$ cat src/rtl/pgc_pkg.sv
package pgc_pkg;

    typedef logic [7:0] byte_t;

    // Staging progress of one write transaction
    typedef enum logic [1:0] {
        STG_IDLE = 2'd0,   // no write open
        STG_ADDR = 2'd1,   // address loaded, no data yet
        STG_DATA = 2'd2    // at least one byte staged
    } stg_state_e;

    // Bus events delivered by the front end, at most one per cycle
    typedef struct packed {
        logic start;
        logic data;
        logic stop;
        logic abort;
    } bus_evt_t;

    function automatic bus_evt_t pack_evt(input logic s, input logic d,
                                          input logic p, input logic a);
        bus_evt_t e;
        e.start = s;
        e.data  = d;
        e.stop  = p;
        e.abort = a;
        return e;
    endfunction

endpackage

$ cat src/rtl/pgc_stage_buf.sv
module pgc_stage_buf
    import pgc_pkg::*;
#(
    parameter int ADDR_W = 8,
    parameter int PAGE_W = 3
) (
    input  logic                          clk,
    input  logic                          rst,
    input  logic                          accept,
    input  bus_evt_t                      evt,
    input  logic [ADDR_W-1:0]             addr_in,
    input  byte_t                         data_in,
    input  logic                          wp,
    input  logic                          scan_done,
    output logic [ADDR_W-PAGE_W-1:0]      row_o,
    output byte_t [(1<<PAGE_W)-1:0]       data_o,
    output logic [(1<<PAGE_W)-1:0]        valid_o,
    output logic                          commit_o
);
    localparam int PAGE_BYTES = 1 << PAGE_W;
    localparam int ROW_W      = ADDR_W - PAGE_W;

    stg_state_e                  state_q;
    logic [ROW_W-1:0]            row_q;
    logic [PAGE_W-1:0]           ptr_q;
    byte_t [PAGE_BYTES-1:0]      data_q;
    logic [PAGE_BYTES-1:0]       valid_q;

    assign commit_o = accept && evt.stop && (state_q == STG_DATA) && !wp;

    always_ff @(posedge clk) begin
        if (rst) begin
            state_q <= STG_IDLE;
            row_q   <= '0;
            ptr_q   <= '0;
            data_q  <= '0;
            valid_q <= '0;
        end else begin
            if (scan_done) begin
                valid_q <= '0;
            end
            if (accept) begin
                if (evt.start) begin
                    state_q <= STG_ADDR;
                    valid_q <= '0;
                    row_q   <= addr_in[ADDR_W-1:PAGE_W];
                    ptr_q   <= addr_in[PAGE_W-1:0];
                end else if (evt.abort) begin
                    state_q <= STG_IDLE;
                    valid_q <= '0;
                end else if (evt.data && state_q != STG_IDLE) begin
                    state_q        <= STG_DATA;
                    data_q[ptr_q]  <= data_in;
                    valid_q[ptr_q] <= 1'b1;
                    ptr_q          <= ptr_q + 1'b1;
                end else if (evt.stop) begin
                    state_q <= STG_IDLE;
                    if (!commit_o) begin
                        valid_q <= '0;
                    end
                end
            end
        end
    end

    assign row_o   = row_q;
    assign data_o  = data_q;
    assign valid_o = valid_q;


    hold_while_busy_chk: assert property (@(posedge clk) disable iff (rst)
        !accept |=> ($stable(row_q) && $stable(ptr_q) && $stable(data_q)));

endmodule

$ cat src/rtl/pgc_busy_timer.sv
module pgc_busy_timer #(
    parameter int BUSY_W      = 20,
    parameter int BUSY_CYCLES = 500000
) (
    input  logic clk,
    input  logic rst,
    input  logic go,
    output logic busy_o
);
    localparam logic [BUSY_W-1:0] LOAD = BUSY_W'(BUSY_CYCLES);

    logic [BUSY_W-1:0] cnt_q;

    always_ff @(posedge clk) begin
        if (rst) begin
            cnt_q <= '0;
        end else if (go) begin
            cnt_q <= LOAD;
        end else if (cnt_q != '0) begin
            cnt_q <= cnt_q - 1'b1;
        end
    end

    assign busy_o = (cnt_q != '0);

endmodule

$ cat src/rtl/pgc_commit_scan.sv
module pgc_commit_scan
    import pgc_pkg::*;
#(
    parameter int ADDR_W = 8,
    parameter int PAGE_W = 3
) (
    input  logic                          clk,
    input  logic                          rst,
    input  logic                          go,
    input  logic [ADDR_W-PAGE_W-1:0]      row_i,
    input  byte_t [(1<<PAGE_W)-1:0]       data_i,
    input  logic [(1<<PAGE_W)-1:0]        valid_i,
    output logic                          mem_we_o,
    output logic [ADDR_W-1:0]             mem_addr_o,
    output byte_t                         mem_wdata_o,
    output logic                          done_o
);
    logic              scan_q;
    logic [PAGE_W-1:0] idx_q;

    always_ff @(posedge clk) begin
        if (rst) begin
            scan_q <= 1'b0;
            idx_q  <= '0;
        end else if (go) begin
            scan_q <= 1'b1;
            idx_q  <= '0;
        end else if (scan_q) begin
            idx_q <= idx_q + 1'b1;
            if (&idx_q) begin
                scan_q <= 1'b0;
            end
        end
    end

    assign done_o      = scan_q && (&idx_q);
    assign mem_we_o    = scan_q && valid_i[idx_q];
    assign mem_addr_o  = {row_i, idx_q};
    assign mem_wdata_o = data_i[idx_q];


    scan_span_chk: assert property (@(posedge clk) disable iff (rst)
        (scan_q && !(&idx_q)) |=> scan_q);

endmodule

$ cat src/rtl/page_commit_ctrl.sv
module page_commit_ctrl
    import pgc_pkg::*;
#(
    parameter int ADDR_W      = 8,
    parameter int PAGE_W      = 3,
    parameter int BUSY_W      = 20,
    parameter int BUSY_CYCLES = 500000
) (
    input  logic              clk,
    input  logic              rst,
    input  logic              wr_start,
    input  logic [ADDR_W-1:0] wr_addr,
    input  logic              byte_stb,
    input  logic [7:0]        byte_data,
    input  logic              stop_stb,
    input  logic              abort_stb,
    input  logic              wp,
    output logic              mem_we,
    output logic [ADDR_W-1:0] mem_addr,
    output logic [7:0]        mem_wdata,
    output logic              busy
);
    localparam int PAGE_BYTES = 1 << PAGE_W;
    localparam int ROW_W      = ADDR_W - PAGE_W;

    bus_evt_t                 evt;
    logic [ROW_W-1:0]         stg_row;
    byte_t [PAGE_BYTES-1:0]   stg_data;
    logic [PAGE_BYTES-1:0]    stg_valid;
    logic                     commit_go;
    logic                     scan_done;

    assign evt = pack_evt(wr_start, byte_stb, stop_stb, abort_stb);

    pgc_stage_buf #(.ADDR_W(ADDR_W), .PAGE_W(PAGE_W)) u_stage (
        .clk       (clk),
        .rst       (rst),
        .accept    (!busy),
        .evt       (evt),
        .addr_in   (wr_addr),
        .data_in   (byte_data),
        .wp        (wp),
        .scan_done (scan_done),
        .row_o     (stg_row),
        .data_o    (stg_data),
        .valid_o   (stg_valid),
        .commit_o  (commit_go)
    );

    pgc_busy_timer #(.BUSY_W(BUSY_W), .BUSY_CYCLES(BUSY_CYCLES)) u_timer (
        .clk    (clk),
        .rst    (rst),
        .go     (commit_go),
        .busy_o (busy)
    );

    pgc_commit_scan #(.ADDR_W(ADDR_W), .PAGE_W(PAGE_W)) u_scan (
        .clk         (clk),
        .rst         (rst),
        .go          (commit_go),
        .row_i       (stg_row),
        .data_i      (stg_data),
        .valid_i     (stg_valid),
        .mem_we_o    (mem_we),
        .mem_addr_o  (mem_addr),
        .mem_wdata_o (mem_wdata),
        .done_o      (scan_done)
    );


    we_in_busy_chk: assert property (@(posedge clk) disable iff (rst)
        mem_we |-> busy);


    busy_cause_chk: assert property (@(posedge clk) disable iff (rst)
        $rose(busy) |-> ($past(stop_stb) && !$past(wp)));


    wp_block_chk: assert property (@(posedge clk) disable iff (rst)
        (stop_stb && wp && !busy) |=> !busy);


    empty_stop_chk: assert property (@(posedge clk) disable iff (rst)
        (stop_stb && !busy && (stg_valid == '0)) |=> !busy);


    commit_order_chk: assert property (@(posedge clk) disable iff (rst)
        (mem_we && $past(mem_we)) |-> (mem_addr > $past(mem_addr)));

endmodule

$ cat config.mk
export PLATFORM = sky130hd
export DESIGN_NAME = page_commit_ctrl
export DESIGN_NICKNAME = d
export VERILOG_FILES = /design/src/rtl/pgc_pkg.sv /design/src/rtl/pgc_stage_buf.sv /design/src/rtl/pgc_busy_timer.sv /design/src/rtl/pgc_commit_scan.sv /design/src/rtl/page_commit_ctrl.sv
export SDC_FILE = /design/constraint.sdc
export NUM_CORES = 1
export LEC_CHECK = 0
export BUFFER_PORTS_ARGS = -buffer_cell sky130_fd_sc_hd__buf_2
export CAP_MARGIN = 20
export CORE_UTILIZATION = 60
export CTS_CLUSTER_SIZE = 10
export DETAILED_ROUTE_END_ITERATION = 10
export GPL_TIMING_DRIVEN = 0
export HOLD_SLACK_MARGIN = 0.15
export PLACE_DENSITY = 0.83
export SLEW_MARGIN = 40
export SYNTH_ARGS = -nofsm -noshare
export SYNTH_HDL_FRONTEND = slang
export SYNTH_SLANG_ARGS = --single-unit
$ cat constraint.sdc
create_clock -name clk -period 2.9 [get_ports clk]
set_clock_uncertainty 0.2 [all_clocks]
set_input_delay 0.29 -clock clk [delete_from_list [all_inputs] [get_ports clk]]
set_output_delay 0.29 -clock clk [all_outputs]
set_load 0.02 [all_outputs]
==> summary.md, run 1 <==
| Metric | Value |
|---|---|
| Clk buf depth | `2` |
| Routed Antenna Nets | `0` |
| First-pass GRT wire length | `slightly below 20000 um` |
| Total Routing Usage GR | `29.3%` |
| Worst setup path category | `reg2out` |
| Vias/cell | `approximately 6.0` |
| Root buf cell | `clkbuf_8` |
| Most common cell after layout, fill and taps aside | `dfxtp_1` |
| Post-Synth Adder-Cell Area | `around 1.3%` |
| Crit-path max FO | `10` |
| Min-delay src | `wr_addr[2]` |
| H-tree Lvls | `3` |
| TritonCTS clock tree | `done` |
| Worst-path clk slew | `~100 ps` |
| Ys Warns | `0` |
| Hold path depth | `4` |
| Share of cells above drive strength 1 | `roughly a fifth` |
| Clock latency on the worst-skew pair | `approximately 370 ps` |
| Asr flop ratio synth | `0%` |
| Commonest cells after routing, fill and taps aside | `dfxtp_1, nor2_1, mux2i_1, buf_2, a21oi_1` |
| Final setup vio count | `0` |
| Rel. slew slack | `roughly 46%` |
| Largest net degree at the start of global routing | `20` |
| Max VDD drop | `approximately 450 uV` |
| Power Total | `between 4000 and 5000 uW` |
| Initial DRC Count | `between 200 and 250` |
| Yosys cell types | `between 50 and 60` |
| Rows | `32` |
| Synth Net Count | `524` |
| Final GP Congestion | `0.902` |
| Sink Count | `around 110` |
| Top-Level Pins | `roughly 40` |
| Core ar. | `just under 0.008 mm2` |
| Hold violation count in the final report | `0` |
| Simple-Gate Fraction of Synth Area | `approximately 17%` |
| Worst-Margin Slew | `slightly above 800 ps` |
| Max Freq | `~0.36 GHz` |
| Die height | `roughly 93 um` |
| Die area | `0.00865 mm2` |
| Nets | `a little under 600` |
| Post-place setup slack | `-84.8 ps` |
| Initial cell density of the core | `between 60% and 70%` |
| Mux contribution to synthesized area | `approximately a quarter` |
| Lkg Pwr | `roughly 0.0023 uW` |
| CP endpoint kind | `output pin` |
| Largest family of logic cells by synthesized area | `multiplexers` |
| Seq/Total Area, Yosys | `42.7%` |
| Syn Area/Cell | `about 10 um2` |
| CP arrival | `2310 ps` |
| RSZ-0062 raised after global routing | `false` |
| Dominant synthesized flop cell | `dfxtp_1` |
| Vias in the first global route | `just under 4000` |
| Period utilisation layout | `approximately 96%` |
| CP Launch Type | `flip-flop` |
| Cell Area, Synth | `about 0.005 mm2` |
| N_diodes | `0` |
| Fin. max-slew vios | `0` |
| Critical Path RT | `2410 ps` |
| Min Tclk post-route | `2800 ps` |
| Final worst slack | `about 100 ps` |
| Port buffer count | `31` |
| HPWL Detailed | `roughly 8000 um` |
| Initial antenna violation count | `0` |
| Critical Path Source | `u_scan.idx_q[1]` |
| WL/cell | `17.9 um` |
| Post-synthesis compound-gate area fraction | `under 10%` |
| Worst reg-to-reg setup slack | `around 240 ps` |
| Routed via count | `4017` |
| Hold Crit Class | `in2reg` |
| Die Width | `about 93 um` |
| Outcome | `completed` |
| Power per cell area | `about 760 mW/mm2` |
| Post-Synthesis Cells | `slightly below 500` |
| Yosys reg bits | `approximately 110` |
| DRC Markers | `0` |
| Clock buffer count from CTS | `9` |
| Area delta synth->final | `14.4%` |
| Grt ovf | `0` |
| R2R cell count | `8` |
| XOR/XNOR share of the synthesized area | `about 2.6%` |
| Total Wirelength | `approximately 12000 um` |
| Setup TNS | `0 ps` |
| Max-cap viol count | `0` |
| EDFF count, synth | `0` |
| Drt pass-1 iters | `5` |
| FF-to-FF Start | `u_timer.cnt_q[0]` |
## routing by layer
layer | routed length, um | GRT usage (%) | vias up
li1 | - | - | 1900
met1 | 5180 | 38.5 | 1931
met2 | 5680 | 48.0 | 162
met3 | 784 | 4.15 | 24
met4 | 253 | 13.2 | 0
met5 | 0 | 0 | -
## per-stage QoR
| stage | hold slack, ps | cells | util (%) | cell area (um2) |
|---|---|---|---|---|
| 6_report | 156 | 664 | 72.4 | 5680 |
| 5_1_grt | 222 | 664 | 72.4 | 5680 |
| 4_1_cts | 162 | 665 | 72.4 | 5680 |
| 3_5_place_dp | 242 | 629 | 67.0 | 5260 |
| 3_3_place_gp | 235 | 629 | 66.9 | 5250 |
| 2_1_floorplan | 255 | 496 | - | 4970 |
## cells in the mapped netlist (5+ instances only)
library cell,count,area [um2]
dfxtp_1,106,2120
nor2_1,87,327
mux2i_1,68,681
a21oi_1,29,145
clkbuf_1,22,82.6
mux4_2,18,405
nand2_1,13,48.8
o211ai_1,13,97.6
buf_2,11,55.1
xor2_1,10,87.6
nor3_1,9,45.0
mux2_2,8,90.1
inv_1,7,26.3
nand3_1,7,35.0
nand4_1,6,37.5
nor4_1,6,37.5
and4_1,5,43.8
ha_1,5,62.6
inv_2,5,18.8
xnor2_1,5,43.8
## flip-flops by register name, summed over array words and instances, names as in the netlist
name / count
u_stage.valid_o: 8
u_scan.scan_q: 1
u_stage.state_q: 2
u_scan.idx_q: 3
u_stage.data_o: 64
u_stage.ptr_q: 3
u_stage.row_o: 5
u_timer.cnt_q: 20
## layout make-up
cell class	count	area [um2]
inverters	12	45.0
flip-flops and latches	106	2120
clock inverters	6	62.6
well taps	102	128
plain buffers	38	183
repair buffers	51	355
fillers	574	2160
multi-input cells	339	2660
clock buffers	10	128
## worst paths after layout
path | endpoint
max | mem_wdata[6]
min | u_stage.ptr_q[2]
max reg2reg | u_stage.data_o[3]
min reg2reg | u_stage.row_o[2]
## critical path: stages, from the launching register on
cell and delay, ps:
dfxtp_1 400, clkbuf_2 330, clkbuf_2 380, mux4_2 380, mux2_2 290, buf_2 160
## power breakdown
group	internal, uW	switching, uW	total [uW]
combinational	630	1010	1640
sequential	1600	209	1810
clock	332	539	871
total	2560	1760	4320
## cell families after synthesis
kind of cell               after synthesis
muxes                                   94
DFF                                    106
xor gates and xnor gates                15
AOI/OAI and AO/OA                       65
and+or+nand+nor                        160
buffers and inverters                   51
adders and majority gates                5
## what timing repair did
item,4_1_cts,5_1_grt
buffers inserted,0,0
endpoints found under the hold margin,57,0
resized for setup,9,2
cloned,0,0
hold buffers,20,0
setup endpoints to repair,10,8
No activity file was read; power rests on OpenSTA's default activity.
==> inputs of run 2 (changes only) <==
Settings changed: SYNTH_HIERARCHICAL set to 1.
==> run 2 against run 1 <==
Effect of this change:
- via count grew 6.1%
- maximum frequency hardly changed
- register-to-register slack got worse by 130 ps
- non-clock buffer count up 5
- area after synthesis increased by 4.8%
- die area up 4.7%
- wire length is 0.89% higher
- count of clock-buffer cells in the layout shrank 1
- critical endpoint is now u_stage/data_o[12]
- largest power group unchanged
- sequential cell count unchanged
- cell count up 6.8%
- worst setup slack is essentially flat
==> summary.md, run 2 <==
| Metric | Value |
|---|---|
| CP Launch Type | `flip-flop (unchanged)` |
| Ys Warns | `6 (was 0)` |
| Cell Area, Synth | `0.00521 mm2 (was 0.00497 mm2)` |
| Root buf cell | `clkbuf_8 (unchanged)` |
| Max-cap viol count | `0 (unchanged)` |
| Die Width | `95.2 um (was 93.0 um)` |
| Power Total | `4040 uW (was 4320 uW)` |
| Worst reg-to-reg setup slack | `110 ps (was 240 ps)` |
| Clock buffer count from CTS | `9 (unchanged)` |
| Min Tclk post-route | `2790 ps (was 2800 ps)` |
| Routed Antenna Nets | `0 (unchanged)` |
| DRC Markers | `0 (unchanged)` |
| Lkg Pwr | `0.00280 uW (was 0.00229 uW)` |
| Vias/cell | `6.01 (was 6.05)` |
| Final worst slack | `105 ps (about the same)` |
| Slowest cell on the critical path | `dfxtp_2 (was dfxtp_1)` |
| Die area | `0.00906 mm2 (was 0.00865 mm2)` |
| Total Wirelength | `12000 um (was 11900 um)` |
| Initial DRC Count | `320 (was 240)` |
| Post-Synthesis Cells | `532 (was 496)` |
| Synth top area share | `40.7% (was 42.7%)` |
| Yosys cell types | `61 (was 57)` |
| Largest net degree at the start of global routing | `22 (was 20)` |
| Rel. slew slack | `60.5% (was 45.9%)` |
| Hold Crit Class | `in2reg (unchanged)` |
| Asr flop ratio synth | `0% (unchanged)` |
| Initial antenna violation count | `0 (unchanged)` |
| R2R cell count | `13 (was 8)` |
| CP arrival | `2850 ps (was 2310 ps)` |
| EDFF count, synth | `0 (unchanged)` |
| Number of flip-flops in the largest register | `64 (unchanged)` |
| Critical Path RT | `2960 ps (was 2410 ps)` |
| Synth area leaders | `dfxtp_1, mux2i_1, mux4_2 (unchanged)` |
| Yosys reg bits | `106 (unchanged)` |
| Synth Net Count | `560 (was 524)` |
| Hold Path End | `u_stage/data_o[6] (was u_stage.ptr_q[2])` |
| TritonCTS clock tree | `done (unchanged)` |
| Core ar. | `0.00830 mm2 (was 0.00785 mm2)` |
| Initial cell density of the core | `62.7% (was 63.3%)` |
| Max Freq | `0.358 GHz (about the same)` |
| Most frequent cell after synthesis | `dfxtp_1 (unchanged)` |
| Crit-path max FO | `10 (unchanged)` |
| Die height | `95.2 um (was 93.0 um)` |
| Nets | `627 (was 585)` |
| Worst-Margin Slew | `592 ps (was 811 ps)` |
| H-tree Lvls | `3 (unchanged)` |
| Commonest cells after routing, fill and taps aside | `dfxtp_1, nor2_1, mux2i_1, nand2_1, buf_2 (was dfxtp_1, nor2_1, mux2i_1, buf_2, a21oi_1)` |
| Clock latency on the worst-skew pair | `380 ps (was 370 ps)` |
| Clk buf depth | `2 (unchanged)` |
| Drt pass-1 iters | `5 (unchanged)` |
| RR Endpoint | `u_stage/data_o[12] (was u_stage.data_o[3])` |
| Syn Area/Cell | `9.79 um2 (was 10.0 um2)` |
| Final GP Congestion | `0.844 (was 0.902)` |
| DP Cell Count | `668 (was 629)` |
| Vias in the first global route | `4149 (was 3946)` |
| Worst-path clk slew | `110 ps (was 100 ps)` |
| Outcome | `completed (unchanged)` |
| Synth top cells by count | `dfxtp_1, nor2_1, mux2i_1, nand2_1, clkbuf_1 (was dfxtp_1, nor2_1, mux2i_1, a21oi_1, clkbuf_1)` |
| Hold path depth | `3 (was 4)` |
| Seq/Total Area, Yosys | `40.7% (was 42.7%)` |
| Total Routing Usage GR | `28.2% (was 29.3%)` |
| CP endpoint kind | `flip-flop (was output pin)` |
| Min-delay src | `byte_data[6] (was wr_addr[2])` |
| Share of cells above drive strength 1 | `20.4% (was 19.8%)` |
| Dominant cell type by area after synthesis | `dfxtp_1 (unchanged)` |
| Cell Chain, Critical Path | `inv_1 > ha_1 > nor2b_4 > and4_4 > buf_6 > nand3_4 > inv_2 > buf_4 > o211a_1 > buf_6 > nand4_4 > mux2i_1 > nor2_1 (was clkbuf_2 > clkbuf_2 > mux4_2 > mux2_2 > buf_2)` |
| Dominant synthesized flop cell | `dfxtp_1 (unchanged)` |
| Finished Layout Cells | `709 (was 664)` |
| Setup TNS | `0 ps (unchanged)` |
| HPWL Detailed | `8290 um (was 7880 um)` |
| Grt ovf | `0 (unchanged)` |
| Fin. max-slew vios | `0 (unchanged)` |
| Hold violation count in the final report | `0 (unchanged)` |
| Max VDD drop | `410 uV (was 445 uV)` |
| WL/cell | `16.9 um (was 17.9 um)` |
| Area delta synth->final | `15.4% (was 14.4%)` |
| Post-place setup slack | `-537 ps (was -84.8 ps)` |
| Most frequent CP cell | `buf_6 (was clkbuf_2)` |
| First-pass GRT wire length | `19500 um (was 19400 um)` |
| Period utilisation layout | `96.4% (about the same)` |
| Critical path buffers and inverters | `5 (was 3)` |
| Rows | `33 (was 32)` |
| Worst setup path category | `reg2reg (was reg2out)` |
| Power per cell area | `672 mW/mm2 (was 761 mW/mm2)` |
| Port buffer count | `31 (unchanged)` |
| Dominant delay contributor by cell family on the critical path | `simple AND/OR/NAND/NOR gates (was buffers and inverters)` |
| Top-Level Pins | `41 (unchanged)` |
| FF-to-FF Start | `u_timer/cnt_q[1] (was u_timer.cnt_q[0])` |
| Most common cell after layout, fill and taps aside | `dfxtp_1 (unchanged)` |
| Sink Count | `106 (unchanged)` |
| Biggest cell delay along the critical path | `360 ps (was 400 ps)` |
| Final core occ | `72.4% (about the same)` |
| Final setup vio count | `0 (unchanged)` |
| N_diodes | `0 (unchanged)` |
| Routed via count | `4264 (was 4017)` |
[run 2: how the worst max path moves through the flow]
stage | startpoint | end | slack (ps) | cells after the start
after detailed placement | u_timer/cnt_q[0] | u_timer/cnt_q[5] | -540 | 14
after floorplan | u_timer/cnt_q[8] | u_timer/cnt_q[5] | 9 | 13
final | u_timer/cnt_q[1] | u_stage/data_o[12] | 110 | 13
after CTS | u_timer/cnt_q[0] | u_timer/cnt_q[5] | 6 | 14
after global routing | u_timer/cnt_q[1] | u_timer/cnt_q[5] | -30 | 14
after global placement | u_timer/cnt_q[0] | u_timer/cnt_q[5] | -510 | 14
[run 2: cells by family (layout without fill, tap and decap cells)]
kind of cell	Yosys count	after routing	share of synthesized area [%]
compound gates	66	66	8.75
xor+xnor	1	1	0.168
fa+ha+maj	5	5	1.20
buf+inv	47	119	5.31
flops	106	106	40.7
mux	90	90	21.4
simple gates	217	217	22.4
[run 2: final cells by class]
class | count | area [um2]
multi-input combinational | 379 | 2860
fill | 587 | 2290
sequential | 106 | 2120
timing repair buffer | 56 | 388
buffer | 38 | 236
tap | 105 | 131
clock buffer | 9 | 124
clock inverter | 7 | 80.1
inverter | 9 | 63.8
[run 2: metrics by stage]
step	hold WS, ps	instance area, um2
final	174	6010
after global routing	195	6010
after CTS	151	5940
after detailed placement	249	5510
after global placement	244	5510
after floorplan	162	5220
[run 2: power by group]
part	total, uW	switching (uW)	internal [uW]	leakage [uW]
logic	1400	798	599	0.00184
registers	1720	147	1570	0.000857
clock network	918	573	345	0.0000998
[run 2: what timing repair did]
action | CTS | global route
pin swaps | 2 | 3
hold endpoints to repair | 42 | 0
resized for setup | 10 | 10
buffers inserted | 2 | 5
hold buffers | 18 | 0
setup endpoints to repair | 44 | 74
[run 2: metal layers]
layer | up-vias | global-route usage [%] | part of all wire (%)
met3 | 28 | 4.55 | 3.8
li1 | 2033 | - | -
met4 | 0 | 13.1 | 2.7
met5 | - | 0 | 0
met2 | 134 | 45.9 | 49
met1 | 2069 | 36.7 | 44
[run 2: worst reg2reg max path, delay by kind of cell, from the launching register on]
family	cells	cell delay (ps)
mux	1	270
flops	1	360
simple gates	5	830
compound gates	1	190
fa+ha+maj	1	160
buf+inv	5	650
==> inputs of run 3 (changes only) <==
--- a/config.mk
+++ b/config.mk
@@ -7,2 +7,3 @@
 export LEC_CHECK = 0
+export ABC_AREA = 1
 export BUFFER_PORTS_ARGS = -buffer_cell sky130_fd_sc_hd__buf_2
@@ -14,4 +15,4 @@
 export HOLD_SLACK_MARGIN = 0.15
-export PLACE_DENSITY = 0.83
-export SLEW_MARGIN = 40
+export PLACE_DENSITY = 0.82
+export SLEW_MARGIN = 0
 export SYNTH_ARGS = -nofsm -noshare
==> constraint.sdc (replaced) <==
create_clock -name clk -period 2.9 [get_ports clk]
set_clock_uncertainty 0.2 [all_clocks]
set_input_delay 0 -clock clk [delete_from_list [all_inputs] [get_ports clk]]
set_output_delay 0 -clock clk [all_outputs]
set_load 0.02 [all_outputs]
==> run 3 against run 2 <==
Effect of this change:
- maximum frequency up 2.9%
- synthesized cell count up 64%
- combinational power up 51%
- register-to-register slack better by 80 ps
- worst setup slack better by 78 ps
- cell count up 52%
- count of clock-buffer cells in the layout up 1
- via count up 39%
- clock power up 10%
- global-route usage up 5.6 points
- area after synthesis up 8.3%
- highest routed layer unchanged
==> summary.md, run 3 <==
| Metric | Value |
|---|---|
| Top-Level Pins | `41 (unchanged)` |
| Die area | `0.00979 mm2 (was 0.00906 mm2)` |
| Clock latency on the worst-skew pair | `370 ps (was 380 ps)` |
| Dpl cell area | `0.00597 mm2 (was 0.00551 mm2)` |
| Initial DRC Count | `517 (was 320)` |
| Outcome | `completed (unchanged)` |
| Syn Area/Cell | `6.46 um2 (was 9.79 um2)` |
| Cell Area, Synth | `0.00564 mm2 (was 0.00521 mm2)` |
| Hold path depth | `4 (was 3)` |
| RR Endpoint | `u_scan/idx_q[0] (was u_stage/data_o[12])` |
| CP Launch Type | `flip-flop (unchanged)` |
| Fin. max-slew vios | `0 (unchanged)` |
| Nets | `988 (was 627)` |
| First-pass GRT wire length | `26100 um (was 19500 um)` |
| Worst setup path category | `reg2reg (unchanged)` |
| Power Total | `4920 uW (was 4040 uW)` |
| Grt ovf | `0 (unchanged)` |
| CP endpoint kind | `flip-flop (unchanged)` |
| R2R cell count | `15 (was 13)` |
| EDFF count, synth | `0 (unchanged)` |
| Max VDD drop | `658 uV (was 410 uV)` |
| DRC Markers | `0 (unchanged)` |
| Routed Antenna Nets | `0 (unchanged)` |
| Initial cell density of the core | `61.6% (was 62.7%)` |
| Critical path buffers and inverters | `6 (was 5)` |
| N_diodes | `0 (unchanged)` |
| Hold Crit Class | `in2reg (unchanged)` |
| Dominant cell type by area after synthesis | `dfxtp_1 (unchanged)` |
| RSZ-0062 raised after global routing | `true` |
| Clock buffer count from CTS | `9 (unchanged)` |
| Sink Count | `106 (unchanged)` |
| Final setup vio count | `0 (unchanged)` |
| Area delta synth->final | `16.4% (was 15.4%)` |
| Seq/Total Area, Yosys | `37.6% (was 40.7%)` |
| Post-Synthesis Cells | `873 (was 532)` |
| FF-to-FF Start | `u_timer/cnt_q[0] (was u_timer/cnt_q[1])` |
| Worst reg-to-reg setup slack | `180 ps (was 110 ps)` |
| Yosys cell types | `37 (was 61)` |
| Cell Chain, Critical Path | `inv_2 > ha_1 > nand2_1 > nor2_1 > nand3_2 > nor2_4 > inv_1 > inv_2 > inv_2 > nor2_1 > nand3_1 > inv_2 > or2_2 > a21oi_1 > dlygate4sd3_1 (was inv_1 > ha_1 > nor2b_4 > and4_4 > buf_6 > nand3_4 > inv_2 > buf_4 > o211a_1 > buf_6 > nand4_4 > mux2i_1 > nor2_1)` |
| Commonest cells after routing, fill and taps aside | `nor2_1, nand2_1, dfxtp_1, nand3_1, inv_1 (was dfxtp_1, nor2_1, mux2i_1, nand2_1, buf_2)` |
| Hold Path End | `u_stage/data_o[58] (was u_stage/data_o[6])` |
| H-tree Lvls | `3 (unchanged)` |
| Final GP Congestion | `0.938 (was 0.844)` |
| Yosys reg bits | `106 (unchanged)` |
| Clk buf depth | `2 (unchanged)` |
| Rows | `35 (was 33)` |
| Synth top cells by count | `nor2_1, nand2_1, dfxtp_1, nand3_1, inv_1 (was dfxtp_1, nor2_1, mux2i_1, nand2_1, clkbuf_1)` |
| Routed via count | `5935 (was 4264)` |
| CP arrival | `2780 ps (was 2850 ps)` |
| Drt pass-1 iters | `5 (unchanged)` |
| Asr flop ratio synth | `0% (unchanged)` |
| Max Freq | `0.368 GHz (was 0.358 GHz)` |
| Min-delay src | `byte_data[2] (was byte_data[6])` |
| Largest net degree at the start of global routing | `18 (was 22)` |
| Dominant synthesized flop cell | `dfxtp_1 (unchanged)` |
| Power per cell area | `750 mW/mm2 (was 672 mW/mm2)` |
| Rel. slew slack | `50.1% (was 60.5%)` |
| Initial antenna violation count | `0 (unchanged)` |
| Die Width | `99.0 um (was 95.2 um)` |
| Hold slack | `243 ps (was 174 ps)` |
| Min Tclk post-route | `2720 ps (was 2790 ps)` |
| Ys Warns | `6 (unchanged)` |
| Slowest cell on the critical path | `dlygate4sd3_1 (was dfxtp_2)` |
| Final Cell Area | `0.00656 mm2 (was 0.00601 mm2)` |
| Port buffer count | `39 (was 31)` |
| Worst-path clk slew | `110 ps (about the same)` |
| Most frequent cell after synthesis | `nor2_1 (was dfxtp_1)` |
| WL/cell | `14.6 um (was 16.9 um)` |
| Root buf cell | `clkbuf_8 (unchanged)` |
| Total Routing Usage GR | `33.8% (was 28.2%)` |
| Die height | `99.0 um (was 95.2 um)` |
| Biggest cell delay along the critical path | `550 ps (was 360 ps)` |
| Total Wirelength | `15700 um (was 12000 um)` |
| HPWL Detailed | `11100 um (was 8290 um)` |
| Critical Path Source | `u_timer/cnt_q[0] (was u_timer/cnt_q[1])` |
| Vias/cell | `5.52 (was 6.01)` |
| Hold violation count in the final report | `0 (unchanged)` |
| Most frequent CP cell | `inv_2 (was buf_6)` |
| Worst-Margin Slew | `746 ps (was 592 ps)` |
| Dominant delay contributor by cell family on the critical path | `buffers and inverters (was simple AND/OR/NAND/NOR gates)` |
| Core ar. | `0.00915 mm2 (was 0.00830 mm2)` |
| Period utilisation layout | `93.7% (was 96.4%)` |
| Synth area leaders | `dfxtp_1, nor2_1, nand2_1 (was dfxtp_1, mux2i_1, mux4_2)` |
| Critical Path RT | `2960 ps (about the same)` |
| Max-cap viol count | `0 (unchanged)` |
| Lkg Pwr | `0.00314 uW (was 0.00280 uW)` |
| Number of flip-flops in the largest register | `64 (unchanged)` |
| Vias in the first global route | `5613 (was 4149)` |
| Synth top area share | `37.6% (was 40.7%)` |
| Crit-path max FO | `5 (was 10)` |
| Synth Net Count | `901 (was 560)` |
| Most common cell after layout, fill and taps aside | `nor2_1 (was dfxtp_1)` |
| TritonCTS clock tree | `done (unchanged)` |
| Share of cells above drive strength 1 | `13.2% (was 20.4%)` |
run 3: cell count changes after synthesis, sizes merged, moves of 9 or more:
cell,change
a21oi,+15
mux4,-17
nand2,+143
nor2,+170
nand3,+80
clkbuf,-10
buf,+9
inv,+66
mux2i,-72
o21ai,+36
run 3: cell type report:
cell class | instances | area [um2]
multi-input combinational | 652 | 3000
clock inverter | 6 | 91.3
fill | 778 | 2590
tap | 111 | 139
buffer | 37 | 229
timing repair buffer | 76 | 561
sequential | 106 | 2120
clock buffer | 10 | 128
inverter | 78 | 295
run 3: through the flow:
step                instances  TNS [ps]  utilization, %  setup slack, ps
floorplan                 873         0               -              454
global placement         1023         0            65.3              127
detailed placement       1023         0            65.3             30.1
CTS                      1074         0            71.5             10.8
global route             1076     -46.7            71.7            -46.7
finish                   1076         0            71.7              183
run 3: worst max path at each step:
| stage | end | slack, ps | cells after the start |
|---|---|---|---|
| 2_1_floorplan | u_stage/data_o[0] | 450 | 14 |
| 3_3_place_gp | u_stage/data_o[54] | 130 | 13 |
| 3_5_place_dp | u_stage/data_o[55] | 30 | 13 |
| 4_1_cts | u_scan/idx_q[0] | 10 | 15 |
| 5_1_grt | u_scan/idx_q[0] | -50 | 15 |
| 6_report | u_scan/idx_q[0] | 180 | 15 |
run 3: metal layers:
layer | part of all wire, % | track usage [%] | up-vias
li1 | - | - | 2893
met1 | 42 | 42.9 | 2717
met4 | 3.5 | 15.0 | 0
met5 | 0 | 0 | -
met3 | 7.9 | 4.61 | 51
met2 | 47 | 57.3 | 274
run 3: cell families (layout without fill, tap and decap cells):
logic type      count (synthesis)  count (layout)  synth area share (%)
fa+ha+maj                       5               5                  1.11
xor+xnor                        8               8                  1.24
simple gates                  554             554                  42.8
flops                         106             106                  37.6
buf+inv                       115             207                  9.29
compound gates                 85              85                  7.94
run 3: tightest hold or removal path, cell delays in order:
cell	delay [ps]
dlygate4sd3_1	520
buf_2	130
nor2_1	50
nor2_1	90
run 3: power breakdown:
group / switching [uW] / total (uW) / internal [uW]
combinational: 1390 / 2120 / 724
sequential: 173 / 1800 / 1630
clock: 520 / 1010 / 488
run 3: what timing repair did:
item,CTS,global route
setup buffers,0,2
setup endpoints to repair,0,59
gates resized for setup,0,4
hold buffers,35,0
endpoints found under the hold margin,96,0
